### config.mk
export PLATFORM = sky130hd
export DESIGN_NAME = irq_flag_aggregator
export DESIGN_NICKNAME = d
export VERILOG_FILES = /design/src/rtl/irq_agg_pkg.sv /design/src/rtl/irq_agg_bank.sv /design/src/rtl/irq_agg_line.sv /design/src/rtl/irq_flag_aggregator.sv
export SDC_FILE = /design/constraint.sdc
export NUM_CORES = 1
export LEC_CHECK = 0
export BUFFER_PORTS_ARGS = -buffer_cell sky130_fd_sc_hd__buf_2
export CORE_ASPECT_RATIO = 1.4
export CORE_MARGIN = 2
export CORE_UTILIZATION = 50
export CTS_BUF_LIST = sky130_fd_sc_hd__clkbuf_4
export CTS_CLUSTER_SIZE = 25
export DETAILED_ROUTE_END_ITERATION = 12
export PLACE_DENSITY = 0.78
export SLEW_MARGIN = 10
export SYNTH_ARGS = -nofsm -noshare
export SYNTH_HDL_FRONTEND = slang
export SYNTH_SLANG_ARGS = --single-unit
### constraint.sdc
create_clock -name clk -period 1.5 [get_ports clk]
set_input_delay 0.3 -clock clk [delete_from_list [all_inputs] [get_ports clk]]
set_output_delay 0.3 -clock clk [all_outputs]
set_load 0.01 [all_outputs]
### src/rtl/irq_agg_pkg.sv
package irq_agg_pkg;

    localparam int unsigned SRC_W  = 32;
    localparam int unsigned NBANK  = 2;
    localparam int unsigned ADDR_W = 3;
    localparam int unsigned CUST_N = 4;
    localparam int unsigned CUST_LO = 9;

    localparam logic [SRC_W-1:0] UNUSED_MASK =
        (32'h1 << 8) | (32'h1 << 14) | (32'h1F << 18) | (32'h1 << 28) | (32'h1 << 30);
    localparam logic [SRC_W-1:0] CUST_MASK = ((32'h1 << CUST_N) - 32'h1) << CUST_LO;
    localparam logic [SRC_W-1:0] IMPL_MASK = ~UNUSED_MASK;
    localparam logic [SRC_W-1:0] HW_MASK   = IMPL_MASK & ~CUST_MASK;

    typedef enum logic [ADDR_W-1:0] {
        A_SEL0  = 3'd0,
        A_SEL1  = 3'd1,
        A_FLAG0 = 3'd2,
        A_FLAG1 = 3'd3,
        A_POL   = 3'd4,
        A_CLR   = 3'd5,
        A_GEN   = 3'd6
    } reg_addr_e;

    typedef struct packed {
        logic [SRC_W-1:0] sel;
        logic [SRC_W-1:0] flag;
    } bank_st_t;

    typedef struct packed {
        logic              pol;
        logic [CUST_N-1:0] gen;
    } ctrl_st_t;

endpackage

### src/rtl/irq_agg_bank.sv
module irq_agg_bank
    import irq_agg_pkg::*;
(
    input  logic             clk,
    input  logic             rst_n,
    input  logic             sel_we,
    input  logic [SRC_W-1:0] sel_wdata,
    input  logic [SRC_W-1:0] clr_mask,
    input  logic [SRC_W-1:0] src_evt,
    output logic [SRC_W-1:0] sel_q,
    output logic [SRC_W-1:0] flag_q
);

    bank_st_t st_d, st_q;

    always_comb begin
        st_d = st_q;
        if (sel_we) begin
            st_d.sel = sel_wdata & IMPL_MASK;
        end
        // events override a clear in the same cycle
        st_d.flag = ((st_q.flag & ~clr_mask) | (src_evt & st_q.sel)) & IMPL_MASK;
    end

    always_ff @(posedge clk or negedge rst_n) begin
        if (!rst_n) begin
            st_q <= '0;
        end else begin
            st_q <= st_d;
        end
    end

    assign sel_q  = st_q.sel;
    assign flag_q = st_q.flag;

endmodule

### src/rtl/irq_agg_line.sv
module irq_agg_line
    import irq_agg_pkg::*;
(
    input  logic             clk,
    input  logic             rst_n,
    input  logic [SRC_W-1:0] flag,
    input  logic [SRC_W-1:0] sel,
    input  logic             pol,
    output logic             irq_o
);

    logic line_d, line_q;

    always_comb begin
        line_d = (|(flag & sel)) ^ pol;
    end

    always_ff @(posedge clk or negedge rst_n) begin
        if (!rst_n) begin
            line_q <= 1'b0;
        end else begin
            line_q <= line_d;
        end
    end

    assign irq_o = line_q;

endmodule

### src/rtl/irq_flag_aggregator.sv
module irq_flag_aggregator
    import irq_agg_pkg::*;
(
    input  logic              clk,
    input  logic              rst_n,
    input  logic              reg_wr,
    input  logic [ADDR_W-1:0] reg_addr,
    input  logic [SRC_W-1:0]  reg_wdata,
    output logic [SRC_W-1:0]  reg_rdata,
    input  logic              seq_wr,
    input  logic [CUST_N-1:0] seq_wdata,
    input  logic [SRC_W-1:0]  evt_i,
    output logic              irq_o
);

    ctrl_st_t         ctl_d, ctl_q;
    logic [SRC_W-1:0] clr_mask;
    logic [SRC_W-1:0] src_evt;
    logic [SRC_W-1:0] cust_evt;
    logic [SRC_W-1:0] bank_sel  [NBANK];
    logic [SRC_W-1:0] bank_flag [NBANK];

    always_comb begin
        ctl_d    = ctl_q;
        clr_mask = '0;
        cust_evt = '0;
        if (reg_wr && reg_addr == A_POL) begin
            ctl_d.pol = reg_wdata[0];
        end
        if (reg_wr && reg_addr == A_CLR) begin
            clr_mask = reg_wdata;
        end
        if (seq_wr) begin
            ctl_d.gen = seq_wdata;
            cust_evt  = {{(SRC_W-CUST_N){1'b0}}, seq_wdata} << CUST_LO;
        end
        src_evt = (evt_i & HW_MASK) | cust_evt;
    end

    always_ff @(posedge clk or negedge rst_n) begin
        if (!rst_n) begin
            ctl_q <= '0;
        end else begin
            ctl_q <= ctl_d;
        end
    end

    for (genvar b = 0; b < NBANK; b++) begin : g_bank
        irq_agg_bank u_bank (
            .clk       (clk),
            .rst_n     (rst_n),
            .sel_we    (reg_wr && (reg_addr == ADDR_W'(A_SEL0 + b))),
            .sel_wdata (reg_wdata),
            .clr_mask  (clr_mask),
            .src_evt   (src_evt),
            .sel_q     (bank_sel[b]),
            .flag_q    (bank_flag[b])
        );
    end

    irq_agg_line u_line (
        .clk   (clk),
        .rst_n (rst_n),
        .flag  (bank_flag[0]),
        .sel   (bank_sel[0]),
        .pol   (ctl_q.pol),
        .irq_o (irq_o)
    );

    always_comb begin
        case (reg_addr)
            A_SEL0:  reg_rdata = bank_sel[0];
            A_SEL1:  reg_rdata = bank_sel[1];
            A_FLAG0: reg_rdata = bank_flag[0];
            A_FLAG1: reg_rdata = bank_flag[1];
            A_POL:   reg_rdata = {{(SRC_W-1){1'b0}}, ctl_q.pol};
            A_GEN:   reg_rdata = {{(SRC_W-CUST_N){1'b0}}, ctl_q.gen};
            default: reg_rdata = '0;
        endcase
    end

endmodule

==> results_dict.tcl <==
set metrics [dict create \
    critical_path.startpoint_type "register" \
    startpoint_to_endpoint_class_of_the_critical_path "register to output pin" \
    min_period_over_period_pct 129 \
    grt_pass1_vias 3696 \
    timing.final.hold_violations 0 \
    setup_violations 24 \
    max-clock-path-buffers 2 \
    core_region_area_um2 8980 \
    final_core_util_pct 63.3 \
    clk_pin_slew_worst_paths_ps 160 \
    critical_path_top_delay_cell "dfrtp_1" \
    internal-power_w 0.00468 \
    clock_root_buffer "clkbuf_4" \
    worst_hold_startpoint "evt_i[1]" \
    required_ps 1200 \
    first_pass_iters 5 \
    power-per-cell-area_nw_per_um2 1170 \
    worstSetupEndpointType "output pin" \
    setup.reg_to_reg.worst_slack_ps -120 \
    ir_worst_vdd_mv 0.663 \
    dp_hpwl_mm 7.86 \
    synth_enable_flop_cells 0 \
    combinationalPowerShare_pct 25.5 \
    post_route_cells_drive_above_1_share_pct 45.6 \
    first_pass_grt_wire_length_mm 18.5 \
    path_cells "a221oi_2 > a21oi_1 > a221o_1 > buf_2" \
    p_switching_w 0.00196 \
    gr-usage-all-layers_pct 23.6 \
    rr_worst_depth 6 \
    synth_top_family_by_area "compound AO/OA/AOI/OAI gates" \
    die_h_um 118 \
    row_count 41 \
    detail_route.iter0.violations 340 \
    hold-path-cell-count 2 \
    grt_start_max_net_pins 26 \
    unrepaired_setup_endpoints_after_global_routing "yes" \
    cpPeakStageDelay_ps 420 \
    starting_density_of_the_core_pct 51.3 \
    synthXorXnorAreaFrac_pct 0.190 \
    yosys_register_bits 98 \
    synthesis.yosys.warnings 0 \
    p_clk_share_pct 21.6 \
    seqPwrFrac_pct 52.9 \
    cts_inserted_buffers 9 \
    crit_fanout 2 \
    drt-total-wl_mm 11.7 \
    outcome "finished, violations left" \
    tritoncts "built" \
    ant_nets 0 \
    finalNetCount 541 \
    dominantRegCellSynth "dfrtp_1" \
    synthesis.area_per_instance_um2 13.8 \
    area_after_dpl_um2 5240 \
    final_common_cell "dfrtp_1" \
    fin_ws_ps -432 \
    hold_end "g_bank[1].u_bank.flag_q[1]" \
    layout_min_cycle_time_ps 1930 \
    wire_per_inst_um 20.3 \
    avgViaCountPerCell 6.11 \
    cts.sinks 98 \
    grt_antenna_before_repair 0 \
    dieArea_um2 10000 \
    top_achievable_clock_speed_mhz 518 \
    setup-tns-final_ps -7090 \
    area_growth_pct 23.3 \
    most-common-layout-cells "dfrtp_1, buf_2, a22o_1" \
    drc_errors 0 \
    grt.overflow.total 0 \
    cts-htree-levels 3 \
    ioPinCount 108 \
    synthMuxAreaShare_pct 17.0 \
    synth_compound_area_share_pct 20.1 \
    post_synth_fa_ha_maj_area_fraction_pct 0 \
    post_layout_nonfiller_instances 578 \
    switching_share_pct 29.5 \
    post-place-cells 527 \
    drv_slew 0 \
    vias 3529 \
    seq_area_frac_synth_pct 53.2 \
    critPathArrivalTime_ps 1630 \
    synth_simple_gate_area_share_pct 4.54 \
    hold_class "input port to register" \
    synthesis.instances 335 \
    i_o_buffers 76 \
    fillerInstances 681 \
    count_of_different_cell_masters_after_synthesis 33 \
    chipWidth_um 85.1 \
    timing.rr.end "u_line.irq_o" \
    cap_viol_max_count 0 \
    clk_latency_ps 470 \
    synth.cell_area_um2 4610 \
    fin_area_um2 5680 \
    gpl.final_weighted_congestion 0.833 \
    skew_ps 17.5 \
    p_leak_nw 2.68 \
    antenna_cell_count 0 \
    critical_path.reg2reg.startpoint "g_bank[0].u_bank.flag_q[13]" \
    violations "setup timing" \
    synth-async-reset-ratio_pct 100 \
]
==> cells in the mapped netlist, drive strengths merged (3+ instances only) <==
cell	number	area, µm²
a32o	8	80.1
mux2i	6	60.1
o22ai	3	18.8
buf	27	211
a31oi	3	18.8
a22oi	9	67.6
mux2	51	724
nand2	24	90.1
dfrtp	98	2450
a22o	58	508
clkbuf	3	11.3
nor3	3	20.0
a221o	20	200
nor2	5	21.3
==> state kept, by name, indices dropped and copies added, names as in the netlist <==
name and count:
g_bank.u_bank.sel_q 46, ctl_q 5, g_bank.u_bank.flag_q 46, u_line.irq_o 1
==> routing by layer <==
metal,global-route usage (%),wire length (µm)
met5,0,0
met4,11.4,385
met3,5.05,774
met2,38.1,5860
met1,30.1,4720
==> repair_timing <==
item,CTS,global route
setup buffers,26,10
gates resized for setup,4,2
hold buffers,1,0
hold endpoints to repair,39,0
setup endpoints to repair,23,24
pin swaps,13,6
==> power by group through the flow <==
stage	combinational, W	sequential, W	clock, W
after CTS	0.00163	0.00350	0.00145
final	0.00170	0.00351	0.00144
after floorplan	0.000971	0.00345	0
after global routing	0.00181	0.00357	0.00157
after global placement	0.00137	0.00355	0
after detailed placement	0.00141	0.00358	0
==> stage by stage <==
| stage | setup WS, ps | power (W) | hold WS (ps) |
|---|---|---|---|
| floorplan | -99.7 | 0.00442 | 4.41 |
| global placement | -261 | 0.00492 | 217 |
| detailed placement | -303 | 0.00499 | 217 |
| CTS | -449 | 0.00657 | 47.7 |
| global route | -530 | 0.00695 | 40.6 |
| finish | -432 | 0.00665 | 73.5 |
==> cells by family (layout without fill, tap and decap cells) <==
| logic type | Yosys count | in the layout |
|---|---|---|
| AOI/OAI and AO/OA | 105 | 105 |
| DFF | 98 | 98 |
| muxes | 57 | 57 |
| and+or+nand+nor | 43 | 43 |
| buffers and inverters | 30 | 158 |
| other | 1 | 9 |
| xor gates and xnor gates | 1 | 1 |
==> layout make-up <==
type,count,area (µm²),area share [%]
timing repair buffer,142,967,17.0
clock inverter,6,67.6,1.19
clock buffer,10,75.1,1.32
multi-input combinational,215,1980,34.9
tap,107,134,2.36
sequential,98,2450,43.2
==> how the worst max path moves through the flow <==
stage,startpoint,end,slack (ps),cells after the start
4_1_cts,g_bank[1].u_bank.sel_q[0],reg_rdata[0],-450,4
5_1_grt,g_bank[1].u_bank.sel_q[0],reg_rdata[0],-530,4
3_3_place_gp,reg_addr[0],reg_rdata[23],-260,6
2_1_floorplan,reg_addr[1],reg_rdata[10],-100,6
6_report,g_bank[1].u_bank.sel_q[0],reg_rdata[0],-430,4
3_5_place_dp,reg_addr[2],reg_rdata[0],-300,7
==> critical path, delay by kind of cell, from the launching register on <==
kind | cells | cell delay, ps
DFF | 1 | 420
buffers and inverters | 1 | 140
AOI/OAI and AO/OA | 3 | 610
Power figures use the tool's default switching activity.
